--- config.mk ---
export PLATFORM = sky130hd
export DESIGN_NAME = smb_blk_slave
export DESIGN_NICKNAME = d
export VERILOG_FILES = /design/src/rtl/smb_blk_pkg.sv /design/src/rtl/smb_bus_sync.sv /design/src/rtl/smb_blk_map.sv /design/src/rtl/smb_blk_slave.sv
export SDC_FILE = /design/constraint.sdc
export NUM_CORES = 1
export LEC_CHECK = 0
export BUFFER_PORTS_ARGS = -buffer_cell sky130_fd_sc_hd__buf_2
export CORE_ASPECT_RATIO = 1.4
export CORE_UTILIZATION = 28
export DETAILED_ROUTE_END_ITERATION = 10
export PLACE_DENSITY = 0.44
export SYNTH_ARGS = -nofsm -noshare
export SYNTH_HDL_FRONTEND = slang
export SYNTH_SLANG_ARGS = --single-unit
--- constraint.sdc ---
create_clock -name clk -period 3.9 [get_ports clk]
set_input_delay 0.195 -clock clk [delete_from_list [all_inputs] [get_ports clk]]
set_output_delay 0.195 -clock clk [all_outputs]
set_load 0.02 [all_outputs]
--- src/rtl/smb_blk_pkg.sv ---
package smb_blk_pkg;

    localparam int PTR_W = 9;
    localparam logic [7:0] BLK_FIRST = 8'hF2;
    localparam logic [7:0] BLK_LAST  = 8'hFD;

    typedef enum logic [3:0] {
        ST_IDLE,
        ST_ADDR,
        ST_AACK,
        ST_CMD,
        ST_CACK,
        ST_WDAT,
        ST_WACK,
        ST_RDAT,
        ST_RACK,
        ST_IGN
    } st_e;

endpackage

--- src/rtl/smb_bus_sync.sv ---
module smb_bus_sync #(
    parameter int STAGES = 2
) (
    input  logic clk,
    input  logic rst_n,
    input  logic scl_i,
    input  logic sda_i,
    output logic sda_s,
    output logic scl_rise,
    output logic scl_fall,
    output logic start_det,
    output logic stop_det
);
    localparam int TOP = STAGES - 1;

    logic [TOP:0] scl_pipe;
    logic [TOP:0] sda_pipe;
    logic         scl_p;
    logic         sda_p;
    logic         scl_s;

    always_ff @(posedge clk or negedge rst_n) begin
        if (!rst_n) begin
            scl_pipe <= '1;
            sda_pipe <= '1;
            scl_p    <= 1'b1;
            sda_p    <= 1'b1;
        end else begin
            scl_pipe <= {scl_pipe[TOP-1:0], scl_i};
            sda_pipe <= {sda_pipe[TOP-1:0], sda_i};
            scl_p    <= scl_pipe[TOP];
            sda_p    <= sda_pipe[TOP];
        end
    end

    assign scl_s     = scl_pipe[TOP];
    assign sda_s     = sda_pipe[TOP];
    assign scl_rise  = scl_s & ~scl_p;
    assign scl_fall  = ~scl_s & scl_p;
    assign start_det = scl_s & scl_p & sda_p & ~sda_s;
    assign stop_det  = scl_s & scl_p & ~sda_p & sda_s;

endmodule

--- src/rtl/smb_blk_map.sv ---
module smb_blk_map
    import smb_blk_pkg::*;
#(
    parameter logic [7:0] BLK_USED   = 8'd4,
    parameter logic [7:0] BLK_LEN    = 8'd2,
    parameter logic [7:0] BLK_STRIDE = 8'd16
) (
    input  logic [7:0] code,
    output logic       is_blk,
    output logic [7:0] count,
    output logic [7:0] start
);
    logic [7:0] idx;

    always_comb begin
        idx    = code - BLK_FIRST;
        is_blk = (code >= BLK_FIRST) && (code <= BLK_LAST);
        count  = 8'h00;
        start  = 8'h00;
        if (is_blk && (idx < BLK_USED)) begin
            count = BLK_LEN + idx;
            start = idx * BLK_STRIDE;
        end
    end

endmodule

--- src/rtl/smb_blk_slave.sv ---
module smb_blk_slave
    import smb_blk_pkg::*;
#(
    parameter logic [6:0] DEV_ADDR    = 7'h2C,
    parameter logic [7:0] MAP_TOP     = 8'hBF,
    parameter logic [7:0] BLK_USED    = 8'd4,
    parameter logic [7:0] BLK_LEN     = 8'd2,
    parameter logic [7:0] BLK_STRIDE  = 8'd16,
    parameter int         SYNC_STAGES = 2
) (
    input  logic       clk,
    input  logic       rst_n,
    input  logic       scl_i,
    input  logic       sda_i,
    output logic       sda_oe,
    output logic [7:0] mem_addr,
    output logic       mem_wr,
    output logic [7:0] mem_wdata,
    input  logic [7:0] mem_rdata
);
    localparam logic [3:0]       BYTE_BITS = 4'd8;
    localparam logic [PTR_W-1:0] MAP_LIMIT = {1'b0, MAP_TOP};

    logic sda_s, scl_rise, scl_fall, start_det, stop_det;
    logic is_blk;
    logic [7:0] blk_count, blk_start;

    st_e              st_q, st_d;
    logic [3:0]       bitcnt_q;
    logic [7:0]       sh_q;
    logic [7:0]       tx_q;
    logic [PTR_W-1:0] ptr_q;
    logic [7:0]       cnt_q;
    logic             rw_q, cnt_ph_q, nack_q;
    logic [7:0]       tx_byte;
    logic             byte_end;
    logic [PTR_W-1:0] ptr_next;

    smb_bus_sync #(.STAGES(SYNC_STAGES)) u_sync (
        .clk(clk), .rst_n(rst_n), .scl_i(scl_i), .sda_i(sda_i),
        .sda_s(sda_s), .scl_rise(scl_rise), .scl_fall(scl_fall),
        .start_det(start_det), .stop_det(stop_det)
    );

    smb_blk_map #(.BLK_USED(BLK_USED), .BLK_LEN(BLK_LEN), .BLK_STRIDE(BLK_STRIDE)) u_map (
        .code(sh_q), .is_blk(is_blk), .count(blk_count), .start(blk_start)
    );

    assign byte_end = scl_fall && (bitcnt_q == BYTE_BITS);
    assign ptr_next = ptr_q[PTR_W-1] ? ptr_q : ptr_q + 1'b1;

    always_comb begin
        if (cnt_ph_q)
            tx_byte = cnt_q;
        else if (ptr_q > MAP_LIMIT)
            tx_byte = 8'h00;
        else
            tx_byte = mem_rdata;
    end

    // next-state logic
    always_comb begin
        st_d = st_q;
        if (stop_det) begin
            st_d = ST_IDLE;
        end else if (start_det) begin
            st_d = ST_ADDR;
        end else begin
            unique case (st_q)
                ST_IDLE: st_d = ST_IDLE;
                ST_ADDR: if (byte_end) st_d = (sh_q[7:1] == DEV_ADDR) ? ST_AACK : ST_IGN;
                ST_AACK: if (scl_fall) st_d = rw_q ? ST_RDAT : ST_CMD;
                ST_CMD:  if (byte_end) st_d = ST_CACK;
                ST_CACK: if (scl_fall) st_d = ST_WDAT;
                ST_WDAT: if (byte_end) st_d = ST_WACK;
                ST_WACK: if (scl_fall) st_d = ST_WDAT;
                ST_RDAT: if (byte_end) st_d = ST_RACK;
                ST_RACK: if (scl_fall) st_d = nack_q ? ST_IGN : ST_RDAT;
                ST_IGN:  st_d = ST_IGN;
                default: st_d = ST_IDLE;
            endcase
        end
    end

    // state register and datapath
    always_ff @(posedge clk or negedge rst_n) begin
        if (!rst_n) begin
            st_q     <= ST_IDLE;
            bitcnt_q <= '0;
            sh_q     <= '0;
            tx_q     <= '0;
            ptr_q    <= '0;
            cnt_q    <= '0;
            rw_q     <= 1'b0;
            cnt_ph_q <= 1'b0;
            nack_q   <= 1'b0;
        end else begin
            st_q <= st_d;
            if (start_det || stop_det) begin
                bitcnt_q <= '0;
            end else begin
                unique case (st_q)
                    ST_ADDR, ST_CMD, ST_WDAT: begin
                        if (scl_rise) begin
                            sh_q     <= {sh_q[6:0], sda_s};
                            bitcnt_q <= bitcnt_q + 1'b1;
                        end
                        if (byte_end) begin
                            bitcnt_q <= '0;
                            if (st_q == ST_ADDR) rw_q <= sh_q[0];
                            if (st_q == ST_WDAT) ptr_q <= ptr_next;
                            if (st_q == ST_CMD) begin
                                cnt_ph_q <= is_blk;
                                cnt_q    <= blk_count;
                                ptr_q    <= is_blk ? {1'b0, blk_start} : {1'b0, sh_q};
                            end
                        end
                    end
                    ST_AACK: begin
                        if (scl_fall && rw_q) begin
                            tx_q     <= tx_byte;
                            bitcnt_q <= '0;
                        end
                    end
                    ST_RDAT: begin
                        if (scl_rise) bitcnt_q <= bitcnt_q + 1'b1;
                        if (byte_end) bitcnt_q <= '0;
                        else if (scl_fall) tx_q <= {tx_q[6:0], 1'b0};
                    end
                    ST_RACK: begin
                        if (scl_rise) begin
                            nack_q <= sda_s;
                            if (cnt_ph_q) cnt_ph_q <= 1'b0;
                            else ptr_q <= ptr_next;
                        end
                        if (scl_fall && !nack_q) tx_q <= tx_byte;
                    end
                    default: ;
                endcase
            end
        end
    end

    // outputs
    always_comb begin
        mem_addr  = ptr_q[7:0];
        mem_wdata = sh_q;
        mem_wr    = (st_q == ST_WDAT) && byte_end && !start_det && !stop_det
                    && (ptr_q <= MAP_LIMIT);
        unique case (st_q)
            ST_AACK, ST_CACK, ST_WACK: sda_oe = 1'b1;
            ST_RDAT:                   sda_oe = ~tx_q[7];
            default:                   sda_oe = 1'b0;
        endcase
    end

endmodule

Yosys cells after proc, flatten, opt, wreduce, memory -nomap -nowiden --
Cells that the tools add are included.
Cells by class: add/sub/neg operators 4, $lt $le $gt $ge 5, equal/unequal tests 29, muxes and demuxes 40, bitwise logic cells 13, reduce and logical (&&, ||, !) cells 29
Operators by type and width (number):
- 2-to-1 mux 8 bit | 9
- 2-to-1 mux 4 bit | 15
- 2-to-1 mux 9 bit | 6
- one-hot mux 4 bit (8 select lines) | 1
- != test 4 bit (second input constant) | 6
- one-hot mux 8 bit (3 select lines) | 1
- one-hot mux 9 bit (2 select lines) | 1
- == test 4 x 3 -> 1 bit (second input constant) | 4
- != test 2 bit (second input constant) | 8
- == test 4 bit (second input constant) | 3
- AND reduction 6 bit | 2
- adder 9 x 1 -> 9 bit (second input constant) | 1
- > comparator 9 x 8 -> 1 bit (second input constant) | 1
- less-or-equal comparator 9 x 8 -> 1 bit (second input constant) | 1
- logical AND 1 bit | 9
- AND reduction 3 bit | 3
- adder 2 x 8 -> 8 bit (first input constant) | 1
- == test 4 x 2 -> 1 bit (second input constant) | 2
- greater-or-equal comparator 8 bit (second input constant) | 1
- less-or-equal comparator 8 bit (second input constant) | 1
- less-than comparator 8 x 3 -> 1 bit (second input constant) | 1
- != test 4 x 1 -> 1 bit (second input constant) | 2
- one-hot mux 4 bit (2 select lines) | 1
- AND reduction 4 bit | 2
- 19 further kinds | 38
Word-level totals: flip-flop bits (word level) 50, input bits 12, output and inout port bits 18, logic and storage cells 133

Longest topological paths before layout --
word-level depth 8, depth in mapped cells 9, mapped depth without buffers 7

Hierarchy --
A second synthesis with hierarchy kept.
Second synthesis, totals: cell total of the unflattened synthesis 332, area, all modules 3281.9 um^2
By module, submodules not included:
- smb_blk_slave | instances 1, cells an instance 281, area an instance 2803.9 um^2, sequential area each 1101.1 um^2
- smb_blk_map | instances 1, cells an instance 41, area an instance 287.8 um^2, sequential area each 0.0 um^2
- smb_bus_sync | instances 1, cells an instance 10, area an instance 190.2 um^2, sequential area each 157.7 um^2

Worst setup path after synthesis --
Ideal clock, no wire load.
kind flip-flop to flip-flop, from reg sh_q[1], in the netlist mem_wdata[1], to reg ptr_q[4], setup time 0.131 ns, data arrival time 1.907 ns, required time 3.769 ns, setup slack 1.861 ns, stages on the path, launching flop included 9, buffers on the path 1, clock period less this slack 2.039 ns, cells stage by stage dfrtp_1 -> clkbuf_1 -> inv_1 -> ha_1 -> nand2_1 -> o22ai_1 -> a31oi_1 -> a22oi_1 -> or3_1
On the way: word-level cells in the longest chain between the ends 8, elaborated cells between the ends (all ways) 11, those cells by class add/sub: 1; order compare: 3; mux: 5; reduce/logical: 2
Ends and longest elaborated chain:
- start, declared | line smb_blk_slave.sv:30 | logic [7:0] sh_q;
- start signal, assigned | line smb_blk_slave.sv:105 | sh_q <= {sh_q[6:0], sda_s};
- subtractor 8 bit, or another cell as far along | line smb_blk_map.sv:16 | idx = code - BLK_FIRST;
- less-than comparator 8 x 3 -> 1 bit / logical AND 1 bit (equally long branches) | line smb_blk_map.sv:20, smb_blk_map.sv:17
- logical AND 1 bit | line smb_blk_map.sv:20 | if (is_blk && (idx < BLK_USED)) begin
- 2-to-1 mux 8 bit | line smb_blk_map.sv:20
- 2-to-1 mux 8 bit (*) | line smb_blk_slave.sv:115 | ptr_q <= is_blk ? {1'b0, blk_start} : {1'b0, sh_q};
- 2-to-1 mux 9 bit (*) | line smb_blk_slave.sv:112 | if (st_q == ST_CMD) begin
- 2-to-1 mux 9 bit (*) | line smb_blk_slave.sv:108 | if (byte_end) begin
- one-hot mux 9 bit (2 select lines) (*) | line smb_blk_slave.sv:102 | unique case (st_q)
- end signal, assigned | line smb_blk_slave.sv:111 | if (st_q == ST_WDAT) ptr_q <= ptr_next;
- end signal, assigned | line smb_blk_slave.sv:115
- end signal, assigned | line smb_blk_slave.sv:134 | else ptr_q <= ptr_next;
- end, declared | line smb_blk_slave.sv:32 | logic [PTR_W-1:0] ptr_q;
Every way passes the cells marked *; elsewhere a longest branch is shown, timed or not. The select of a mux whose other input is x is not followed. A chain may end at the register's enable or synchronous reset.

Worst setup path after layout --
from reg st_q[0], to reg ptr_q[4]
On the way: word-level cells in the longest chain between the ends 4, elaborated cells between the ends (all ways) 14, those cells by class eq/ne: 8; mux: 3; reduce/logical: 3
Ends and longest elaborated chain:
- start, declared | line smb_blk_slave.sv:28 | st_e st_q, st_d;
- start signal, assigned | line smb_blk_slave.sv:98 | st_q <= st_d;
- == test 4 x 1 -> 1 bit, or another cell as far along | line smb_blk_slave.sv:102
- OR reduction 3 bit / 2-to-1 mux 9 bit (equally long branches) | line smb_blk_slave.sv:102, smb_blk_slave.sv:112
- != test 3 bit (no source line), or another cell as far along
- AND reduction 6 bit (no source line) / one-hot mux 9 bit (2 select lines) (equally long branches)
Several ways; a longest one is shown, not always the timed one. The select of a mux whose other input is x is not followed.

==> metrics.md <==
| Metric | Value |
|---|---|
| Status | completed |
| Fin. Hold Viols | 0 |
| Dpl cells | 467 |
| Final core utilization | 32.8% |
| Fraction of registers with async set or reset after synthesis | 100% |
| Drt wl/cell | approximately 17 um |
| Crit share post-route | 66.8% |
| Crit Path Max Fanout | 15 |
| CP max-delay cell | nor2b_1 |
| YS warnings | 0 |
| CTS tree | done |
| Startpoint types | register |
| Vias/cell | between 5 and 6 |
| Worst Path Required | 4.07 ns |
| Htree depth | 2 |
| Hold crit path type | in2async |
| Resize count post-CTS | 0 |
| Rel. slew slack | 38.2% |
| Post-synth top flop | dfrtp_1 |
| DIE AREA | 0.0113 sq mm |
| Vias in the first global route | 2,471 |
| Sequential share of the synthesized area | 41.3% |
| Synth unique cells | 62 |
| Reg clk slew, reported paths | 0.07 ns |
| Post-Route Skew | between 0.005 and 0.006 ns |
| Net Count, Synth | 342 |
| Cell accounting for the most synthesized area | dfrtp_1 |
| Core area | 0.0105 sq mm |
| I/O Buffers | 29 |
| Die width | 90.2 um |
| GRT Total Usage | 14.4% |
| Area share of the leading cell type in the synthesized netlist | 36.1% |
| Share of cells above drive strength 1 | 21.2% |
| Post-layout min period | 2.60 ns |
| Hold slack | roughly 0.016 ns |
| Clock buffer depth | 2 |
| Setup_tns | 0 ns |
| Vias | approximately 2,500 |
| Max Clk Rate | 384 MHz |
| Overall power | 2.35 mW |
| Height of the chip | around 130 um |
| Pre-CTS setup slack | 1.41 ns |
| Power density cells | about 700 mW/mm^2 |
| Cell Rows | 44 |
| Post-route ant nets | 0 |
| Leakage | between 1 and 1.5 nW |
| Total Routed Length | slightly below 8000 um |
| Dpl hpwl | 5690 um |
| CTS Buf Count | 5 |
| Drt drc | 0 |
| Final Max Tran Viols | 0 |
| Largest cells by area after synthesis | dfrtp_1 36%, mux2_2 6.6%, dfstp_2 5.2% |
| Drt initial violations | 117 |
| Area growth, synth to finish | 12.3% |
| Cells after Synth | 323 |
| RSZ-0062 raised after global routing | false |
| Final worst slack | 1.30 ns |
| Router iterations before antenna repair | 4 |
| N_diodes | 0 |
| Largest net degree at the start of global routing | 51 |
| Max Cap Viol | 0 |
| Design Area, Final | about 0.0034 sq mm |
| Final setup viols | 0 |
| Slowest stage delay, CP | 0.63 ns |
| Worst-Margin Slew | a little over 0.9 ns |
| Post-synth EDFFs | 0 |
| Crit Path Category | reg2reg |
| Initial antenna violation count | 0 |
| Critical Path AT | 2.78 ns |
| GRT overflow | 0 |
| Routability cong. | 0.788 |
| Worst-Skew Late Latency | between 0.2 and 0.3 ns |
| Crit-path cells | nor2b_1 -> nand2_1 -> a31oi_1 -> a22oi_1 -> or3_1 |
| Clock sink count | 50 |
| # IOs | 30 |
| Starting density of the core | 29.2% |
| Peak VDD IR | 0.340 mV |
| First-pass GRT wire length | between 10,000 and 15,000 um |
| Mapped Area | just over 0.003 sq mm |
| Non-filler instance count after layout | 477 |
| Placed cell areas | 0.00324 sq mm |
| Worst Setup End Kind | register |
| FF+latch count, synth | 50 |
| Syn avg cell area | 9.44 sq um |
| Layout Nets | 357 |
| Clock Root Buffer | clkbuf_16 |
==> cell usage in the layout (no fill, tap or decap), types with 3 or more instances in the layout <==
cell | netlist | routed
nand2b_1 | 5 | 5
nand2_1 | 35 | 35
a22o_1 | 6 | 6
a31oi_1 | 4 | 4
dfrtp_1 | 44 | 44
a211oi_1 | 3 | 3
a21oi_1 | 18 | 18
clkbuf_16 | 0 | 5
dfstp_2 | 6 | 6
buf_2 | 4 | 29
a221o_1 | 7 | 7
nand3_1 | 12 | 12
inv_1 | 7 | 7
o21bai_1 | 3 | 3
nor2_1 | 20 | 20
xnor2_1 | 3 | 3
and3_1 | 3 | 3
and2_1 | 9 | 9
nor3_1 | 9 | 9
or2_2 | 3 | 3
mux2_2 | 18 | 18
or3_1 | 3 | 3
nor2b_1 | 7 | 7
nand4b_1 | 3 | 3
nor4b_1 | 4 | 4
o21ai_0 | 20 | 20
ha_1 | 7 | 7
==> layout make-up <==
class,count,area [sq um]
clock buffers,6,129
clock inverters,2,37.5
fillers,1142,7030
inverters,7,26.3
multi-input cells,241,1620
flip-flops and latches,50,1260
well taps,138,173
repair buffers,33,180
==> report_power, final <==
part / switching [mW] / internal, mW
Sequential: 0.231 / 0.656
Clock: 0.197 / 0.303
Combinational: 0.534 / 0.432
Total: 0.962 / 1.39
==> repair_timing <==
action / 4_1_cts / 5_1_grt
endpoints found under the hold margin: 2 / 0
hold buffers: 2 / 0
setup endpoints to repair: 0 / 0
setup buffers: 0 / 0
==> final timing paths <==
path                                    start                 end  slack, ns  cells after the start
max in group asynchronous               rst_n                rw_q       3.45                      2
setup / recovery                      st_q[0]            ptr_q[4]       1.30                      5
min in group clk                 mem_rdata[4]             tx_q[4]       0.26                      3
hold / removal                          rst_n         bitcnt_q[0]       0.02                      2
setup reg to reg                      st_q[0]            ptr_q[4]       1.30                      5
hold reg to reg            u_sync.scl_pipe[0]  u_sync.scl_pipe[1]       0.36                      0
==> cells in the mapped netlist, types with 4 or more instances <==
cell type / count
dfrtp_1: 44
nand2_1: 35
nor2_1: 20
o21ai_0: 20
a21oi_1: 18
mux2_2: 18
nand3_1: 12
buf_4: 10
and2_1: 9
nor3_1: 9
clkbuf_1: 8
a221o_1: 7
ha_1: 7
inv_1: 7
nor2b_1: 7
a22o_1: 6
dfstp_2: 6
nand2b_1: 5
a31oi_1: 4
buf_2: 4
nor4b_1: 4
==> layer usage <==
layer / wire length (um) / vias up / GRT usage [%]
met3: 262 / 17 / 2.19
met2: 4140 / 54 / 25.6
met1: 3290 / 1245 / 16.9
met5: 0 / - / 0
met4: 221 / 0 / 6.74
li1: - / 1191 / -
==> critical path, delay by kind of cell (launching register included) <==
family / cells / cell delay [ns]
simple gates: 3 / 1.44
compound gates: 2 / 0.43
flops: 1 / 0.61
==> state kept, by name, indices dropped and copies added (netlist names), 2 cells and up <==
signal	count
ptr_q	9
cnt_q	8
mem_wdata	8
tx_q	8
bitcnt_q	4
st_q	4
u_sync.scl_pipe	2
u_sync.sda_pipe	2
==> cell families (layout without fill, tap and decap cells) <==
group | after synthesis | after routing | synth area share, %
and+or+nand+nor | 126 | 126 | 22.5
AOI/OAI and AO/OA | 83 | 83 | 19.0
DFF | 50 | 50 | 41.3
buffers and inverters | 32 | 48 | 5.58
muxes | 20 | 20 | 7.34
adders and majority gates | 7 | 7 | 2.87
xor gates and xnor gates | 5 | 5 | 1.44
Note: power is estimated with default switching activity, not from simulation.
